`src/rtl/stfmt_pkg.sv`:
```
package stfmt_pkg;

  localparam int BYTE_W = 8;

  // Access size code: number of bytes is 1 << code
  typedef enum logic [1:0] {
    SZ_BYTE = 2'd0,
    SZ_HALF = 2'd1,
    SZ_WORD = 2'd2,
    SZ_DBL  = 2'd3
  } st_size_e;

endpackage

```
`src/rtl/stfmt_byte_order.sv`:
```
// Picks the low-order bytes of the register that the access size covers and
// lists them in ascending address order (element 0 goes to the lowest address).
module stfmt_byte_order
  import stfmt_pkg::*;
#(
  parameter int LANES = 8,
  localparam int OFFW = $clog2(LANES),
  localparam int SZW  = $clog2(OFFW + 1)
) (
  input  logic [LANES-1:0][BYTE_W-1:0] src_i,
  input  logic [SZW-1:0]               size_i,
  input  logic                         rev_i,
  output logic [LANES-1:0][BYTE_W-1:0] seq_o
);

  logic [OFFW:0] nbytes;

  always_comb begin
    nbytes = (OFFW+1)'(1) << size_i;
  end

  always_comb begin
    logic [OFFW:0] pos;
    logic [OFFW:0] mirror;
    for (int i = 0; i < LANES; i++) begin
      pos    = (OFFW+1)'(i);
      mirror = nbytes - (OFFW+1)'(1) - pos;
      if (pos < nbytes) begin
        if (rev_i) seq_o[i] = src_i[pos[OFFW-1:0]];
        else       seq_o[i] = src_i[mirror[OFFW-1:0]];
      end else begin
        seq_o[i] = '0;
      end
    end
  end

endmodule

```
`src/rtl/stfmt_lane_steer.sv`:
```
// Moves the address-ordered bytes to the port lanes starting at the offset.
module stfmt_lane_steer
  import stfmt_pkg::*;
#(
  parameter int LANES = 8,
  localparam int OFFW = $clog2(LANES),
  localparam int SZW  = $clog2(OFFW + 1)
) (
  input  logic [LANES-1:0][BYTE_W-1:0] seq_i,
  input  logic [OFFW-1:0]              off_i,
  input  logic [SZW-1:0]               size_i,
  output logic [LANES-1:0][BYTE_W-1:0] lane_o,
  output logic [LANES-1:0]             hit_o
);

  logic [OFFW:0] nbytes;
  logic [OFFW:0] off_ext;

  always_comb begin
    nbytes  = (OFFW+1)'(1) << size_i;
    off_ext = {1'b0, off_i};
  end

  for (genvar k = 0; k < LANES; k++) begin : g_lane
    localparam logic [OFFW:0] LANE_IDX = (OFFW+1)'(k);
    logic [OFFW:0] rel;
    always_comb begin
      rel       = LANE_IDX - off_ext;
      hit_o[k]  = (off_ext <= LANE_IDX) && (rel < nbytes);
      lane_o[k] = hit_o[k] ? seq_i[rel[OFFW-1:0]] : '0;
    end
  end

endmodule

```
`src/rtl/stfmt_fault_check.sv`:
```
// Flags a request that runs past the last lane or is a reversed single byte.
module stfmt_fault_check
  import stfmt_pkg::*;
#(
  parameter int LANES = 8,
  localparam int OFFW = $clog2(LANES),
  localparam int SZW  = $clog2(OFFW + 1)
) (
  input  logic [OFFW-1:0] off_i,
  input  logic [SZW-1:0]  size_i,
  input  logic            rev_i,
  output logic            fault_o
);

  logic [OFFW+1:0] end_pos;
  logic            crosses;
  logic            bad_rev;

  always_comb begin
    end_pos = (OFFW+2)'(off_i) + ((OFFW+2)'(1) << size_i);
    crosses = end_pos > (OFFW+2)'(LANES);
    bad_rev = rev_i && (st_size_e'(size_i) == SZ_BYTE);
    fault_o = crosses || bad_rev;
  end

endmodule

```
`src/rtl/store_lane_formatter.sv`:
```
module store_lane_formatter
  import stfmt_pkg::*;
#(
  parameter int LANES = 8,
  localparam int OFFW = $clog2(LANES),
  localparam int SZW  = $clog2(OFFW + 1),
  localparam int DW   = LANES * BYTE_W
) (
  input  logic            clk,
  input  logic            rst_n,
  input  logic            in_vld_i,
  input  logic [DW-1:0]   src_i,
  input  logic [SZW-1:0]  size_i,
  input  logic            reverse_i,
  input  logic [OFFW-1:0] addr_lo_i,
  output logic            out_vld_o,
  output logic [DW-1:0]   wdata_o,
  output logic [LANES-1:0] byte_en_o,
  output logic            misalign_o
);

  // Reset: asserted asynchronously, released on the clock
  logic [1:0] rst_sync_q;
  logic       rst_core_n;

  always_ff @(posedge clk or negedge rst_n) begin
    if (!rst_n) rst_sync_q <= 2'b00;
    else        rst_sync_q <= {rst_sync_q[0], 1'b1};
  end

  assign rst_core_n = rst_sync_q[1];

  // Datapath
  logic [LANES-1:0][BYTE_W-1:0] src_b;
  logic [LANES-1:0][BYTE_W-1:0] seq_b;
  logic [LANES-1:0][BYTE_W-1:0] lane_b;
  logic [LANES-1:0]             hit;
  logic                         fault;

  assign src_b = src_i;

  stfmt_byte_order #(.LANES(LANES)) u_order (
    .src_i  (src_b),
    .size_i (size_i),
    .rev_i  (reverse_i),
    .seq_o  (seq_b)
  );

  stfmt_lane_steer #(.LANES(LANES)) u_steer (
    .seq_i  (seq_b),
    .off_i  (addr_lo_i),
    .size_i (size_i),
    .lane_o (lane_b),
    .hit_o  (hit)
  );

  stfmt_fault_check #(.LANES(LANES)) u_fault (
    .off_i   (addr_lo_i),
    .size_i  (size_i),
    .rev_i   (reverse_i),
    .fault_o (fault)
  );

  // Next-state: lane k sits at the most significant end for k = 0
  logic [DW-1:0]    wdata_d;
  logic [LANES-1:0] be_d;
  logic             mis_d;

  for (genvar k = 0; k < LANES; k++) begin : g_pack
    assign wdata_d[DW-1-BYTE_W*k -: BYTE_W] = fault ? '0 : lane_b[k];
  end

  always_comb begin
    be_d  = fault ? '0 : hit;
    mis_d = fault;
  end

  // Registers
  logic            vld_q;
  logic [DW-1:0]   wdata_q;
  logic [LANES-1:0] be_q;
  logic            mis_q;

  always_ff @(posedge clk or negedge rst_core_n) begin
    if (!rst_core_n) vld_q <= 1'b0;
    else             vld_q <= in_vld_i;
  end

  always_ff @(posedge clk or negedge rst_core_n) begin
    if (!rst_core_n) begin
      wdata_q <= '0;
      be_q    <= '0;
      mis_q   <= 1'b0;
    end else if (in_vld_i) begin
      wdata_q <= wdata_d;
      be_q    <= be_d;
      mis_q   <= mis_d;
    end
  end

  assign out_vld_o  = vld_q;
  assign wdata_o    = wdata_q;
  assign byte_en_o  = be_q;
  assign misalign_o = mis_q;

  // Assertions
  a_r2_valid_follows: assert property (@(posedge clk) disable iff (!rst_core_n)
    in_vld_i |=> out_vld_o);

  a_r2_idle_follows: assert property (@(posedge clk) disable iff (!rst_core_n)
    !in_vld_i |=> !out_vld_o);

  a_r3_enable_count: assert property (@(posedge clk) disable iff (!rst_core_n)
    (out_vld_o && !misalign_o) |->
      ($countones(byte_en_o) == (32'd1 << $past(size_i))));

  a_r7_fault_quiet: assert property (@(posedge clk) disable iff (!rst_core_n)
    misalign_o |-> (byte_en_o == '0 && wdata_o == '0));

  a_r8_reverse_byte: assert property (@(posedge clk) disable iff (!rst_core_n)
    (in_vld_i && reverse_i && size_i == '0) |=> misalign_o);

  a_r11_hold_idle: assert property (@(posedge clk) disable iff (!rst_core_n)
    !in_vld_i |=> ($stable(wdata_o) && $stable(byte_en_o) && $stable(misalign_o)));

endmodule

```
`config.mk`:
```
export PLATFORM = sky130hd
export DESIGN_NAME = store_lane_formatter
export DESIGN_NICKNAME = d
export VERILOG_FILES = /design/src/rtl/stfmt_pkg.sv /design/src/rtl/stfmt_byte_order.sv /design/src/rtl/stfmt_lane_steer.sv /design/src/rtl/stfmt_fault_check.sv /design/src/rtl/store_lane_formatter.sv
export SDC_FILE = /design/constraint.sdc
export NUM_CORES = 1
export LEC_CHECK = 0
export CAP_MARGIN = 20
export CORE_MARGIN = 2
export CORE_UTILIZATION = 48
export DETAILED_ROUTE_END_ITERATION = 8
export PLACE_DENSITY = 0.72
export SYNTH_ARGS = -nofsm -noshare
export SYNTH_HDL_FRONTEND = slang
export SYNTH_SLANG_ARGS = --single-unit
```
`constraint.sdc`:
```
create_clock -name clk -period 3.9 [get_ports clk]
set_clock_uncertainty 0.2 [all_clocks]
set_input_delay 0.78 -clock clk [delete_from_list [all_inputs] [get_ports clk]]
set_output_delay 0.78 -clock clk [all_outputs]
set_load 0.02 [all_outputs]
```
==> summary.txt <==
Run status
  – Status: finished, violations left
  – Failing checks: negative setup slack

Clock tree
  – Clock Tree Buf Depth: 2
  – Clock Latency Late Sink: 0.34 ns
  – Root Driver: clkbuf_16
  – H-tree depth: 3
  – CTS tree: built
  – Clk sinks: 76
  – CTS Buf Count: 9
  – Clock edge transition at the registers on the reported setup and hold paths: around 0.070 ns

Layout
  – Fillers: 1577
  – Layout area overhead: 38.94%
  – N_diodes: 0
  – Nets: between 1000 and 1500
  – Share of post-route cells with drive strength above 1: 0.3051
  – Non-Filler Instances: 1612

Timing
  – Tmin final: about 4 ns
  – Crit share post-route: 1.007
  – Max Freq: 0.2546 GHz
  – Final Setup Violations: 1
  – Slew @ Worst Pin: 0.9884 ns
  – Worst Slack Setup Final: -0.02778 ns
  – Endpoints failing hold: 0
  – Rel. slew slack: 0.3240
  – Slew Viols, Final: 0
  – Unrepaired setup endpoints after global routing: yes

Setup path
  – Crit-path max FO: 8
  – Most frequent CP cell: buf_4
  – Worst Path Arrival: 3.94 ns
  – Flop2flop setup slack: 2.60 ns
  – CP Cell Sequence: clkdlybuf4s50_1 -> buf_4 -> ha_2 -> mux4_2 -> buf_4 -> a221o_1 -> a221oi_1 -> buf_4 -> mux2i_1 -> a221o_1
  – Critical Path Source Type: input port
  – Reg2reg path depth: 0
  – Setup crit end kind: flop
  – Critical path class: input port to flop
  – Worst Path Required: 3.91 ns
  – Worst r2r dst: wdata_o[26]
  – Worst r2r src: rst_sync_q[1]
  – Worst path max stage delay: just over 0.6 ns
  – Slowest cell on crit path: mux4_2

Logic synthesis
  – Synthesized area: 9533 um^2
  – Mapped Cells: about 1000
  – YS warnings: 0
  – Post-synthesis sequential area ratio: 0.1995
  – Number of flops mapped to enable cells by yosys: 0
  – Yosys top cell by area: dfrtp_1
  – Syn Nets: 1141
  – FFs w/ async S/R, synth: 1.000
  – Synth unique cells: 78
  – Register bit total from synthesis: 76
  – Prevailing post-synth register cell: dfrtp_1
  – Largest cells by area after synthesis: dfrtp_1 (20%), mux4_2 (16%), ha_1 (4.9%)
  – Synth top area share: 0.1995
  – Syn_area_per_cell: 9.255 um^2

Min path
  – WHS Path Cells: 0
  – Type of the worst min-delay path: flop to flop
  – Worst Hold Path EP: rst_sync_q[1]
  – Worst Hold Launch: rst_sync_q[0]

Drt
  – DRC violations left: 0
  – WL final: 40440 um
  – DR WL/cell: 25.09 um
  – Via count: 10840
  – 1st-iter DRT viols: 1249
  – Vias per inst: 6.726
  – Drt pass-1 iters: 6
  – Post-DRT Antenna Nets: 0

Pwr
  – Overall power: 3.447 mW
  – PwrDens: 260.2 nW/um^2
  – Leakage Power: 5.320 nW
  – VDD IR-drop max: about 0.24 mV

Die
  – Rows: 51
  – Die area: 21000 um^2
  – Core area: between 15000 and 20000 um^2
  – Chip Width: 144.9 um
  – Die H: approximately 140 um
  – Starting density of the core: 0.4898
  – Top Ports: 147

Global routing
  – Most Crowded Layer GR: met2
  – Total congestion overflow: 0
  – GR Layer Usage met1: 0.5335
  – Total GRT Usage: 0.3741
  – GR Util met3: 0.07987
  – Largest net degree at the start of global routing: 75
  – Initial antenna violation count: 1
  – Vias in the first global route: 10170
  – Routing usage on met2: 0.5767
  – First-pass GRT wire length: just over 60000 um

Placed design
  – Post-placement cell count: around 1600
  – IO buf count: 146
  – Gpl congestion: roughly 1
  – Hpwl dp: ~32000 um

Job
  – Max-cap violation count: 0
[routing by layer]
layer	wire [um]	up-vias
met5	12	-
met4	1180	2
met3	4299	93
met2	18000	679
met1	16950	5276
li1	-	4793
[registers in the layout, indices dropped and copies added, names as in the netlist]
| name | cells |
|---|---|
| byte_en_o | 8 |
| misalign_o | 1 |
| out_vld_o | 1 |
| rst_sync_q | 2 |
| wdata_o | 64 |
[layout make-up]
type | instances | area [um^2] | share of cell area
Clock buffer | 9 | 225.2 | 0.01700
Clock inverter | 7 | 67.56 | 0.005101
Inverter | 32 | 120.1 | 0.009069
Multi-Input combinational cell | 830 | 7188 | 0.5427
Sequential cell | 76 | 1906 | 0.1439
Tap cell | 265 | 331.6 | 0.02503
Timing Repair Buffer | 393 | 3407 | 0.2572
[repair_timing]
item / 4_1_cts / 5_1_grt
hold buffers: 0 / 0
pin swaps: 0 / 2
setup buffers: 0 / 1
resized for setup: 2 / 29
gates cloned: 0 / 1
setup endpoints to repair: 2 / 47
[cell families (layout without fill, tap and decap cells)]
family | count (synthesis) | after routing | share of synthesized area
xor gates and xnor gates | 5 | 5 | 0.004595
AOI/OAI and AO/OA | 356 | 356 | 0.2884
adders and majority gates | 38 | 38 | 0.05066
muxes | 145 | 145 | 0.2452
buffers and inverters | 124 | 441 | 0.06116
DFF | 76 | 76 | 0.1995
and+or+nand+nor | 285 | 285 | 0.1502
other | 1 | 1 | 0.0003934
[cell usage after synthesis, types with 8 or more instances]
cell type / number
a211o_1: 12
mux2i_1: 43
and3_1: 17
a221oi_1: 21
dfrtp_1: 76
nand2b_1: 32
o22ai_1: 12
a211oi_1: 16
o21ai_0: 62
o2bb2ai_1: 27
buf_2: 20
a2111oi_0: 18
nand2_1: 45
a21oi_1: 28
nor3_1: 19
nor4_1: 11
a221o_1: 28
a2111o_1: 9
or2_2: 8
o221ai_1: 8
a22oi_1: 14
o211ai_1: 10
nor2_1: 91
buf_1: 10
a31oi_1: 13
inv_1: 28
nor2b_1: 20
ha_1: 37
a22o_1: 10
nand3_1: 14
nand4_1: 8
mux4_2: 66
clkbuf_1: 51
mux2_2: 34
[power by group]
| group | internal [mW] | switching (mW) | leakage, nW |
|---|---|---|---|
| registers | 0.834 | 0.0448 | 1.04 |
| clock network | 0.446 | 0.385 | 0.140 |
| logic | 0.806 | 0.930 | 4.14 |
| total | 2.09 | 1.36 | 5.32 |
[metrics by stage]
step                      instance area (um^2)  setup slack [ns]  hold slack [ns]  utilization  setup TNS (ns)
after floorplan                           9582           0.03676           0.1312            -               0
after global placement                   12810           -0.4767           0.1403       0.6584          -13.21
after detailed placement                 12810           -0.4079           0.1465       0.6584          -15.76
after CTS                                13110           0.01826           0.1624       0.6737               0
after global routing                     13250          -0.04576           0.1692       0.6806         -0.1589
final                                    13250          -0.02778           0.1596       0.6806        -0.02778
[how the worst max path moves through the flow]
stage                     startpoint     endpoint  slack, ns  cells past startpoint
after floorplan            size_i[0]   wdata_o[0]       0.04                     15
after global placement     size_i[1]   wdata_o[2]      -0.48                     14
after detailed placement   size_i[1]   wdata_o[2]      -0.41                     14
after CTS                  size_i[1]  wdata_o[23]       0.02                     13
after global routing       size_i[1]  wdata_o[56]      -0.05                     11
final                      size_i[0]  wdata_o[57]      -0.03                     10
[critical path, delay by kind of cell]
family | cells | cell delay (ns)
adder cells (fa/ha/maj) | 1 | 0.35
multiplexers | 2 | 0.70
buffers and inverters | 4 | 1.09
AO/OA/AOI/OAI | 3 | 1.03
[placed cells by master, fill, tap and decap left out, drive strengths merged, types with 10 or more instances in the layout]
master | netlist | final
buf | 41 | 248
clkdlybuf4s50 | 0 | 145
nor2 | 91 | 91
dfrtp | 76 | 76
mux4 | 67 | 67
o21ai | 65 | 65
nand2 | 45 | 45
mux2i | 43 | 43
ha | 37 | 37
mux2 | 35 | 35
nand2b | 32 | 32
inv | 30 | 32
a221o | 28 | 28
a21oi | 28 | 28
o2bb2ai | 28 | 28
a2111oi | 23 | 23
a221oi | 21 | 21
nor2b | 20 | 20
nor3 | 20 | 20
and3 | 17 | 17
a211oi | 16 | 16
a31oi | 15 | 15
nand3 | 14 | 14
a22oi | 14 | 14
a211o | 12 | 12
o22ai | 12 | 12
nor4 | 12 | 12
o211ai | 10 | 10
a22o | 10 | 10
Power figures use the tool's default switching activity.
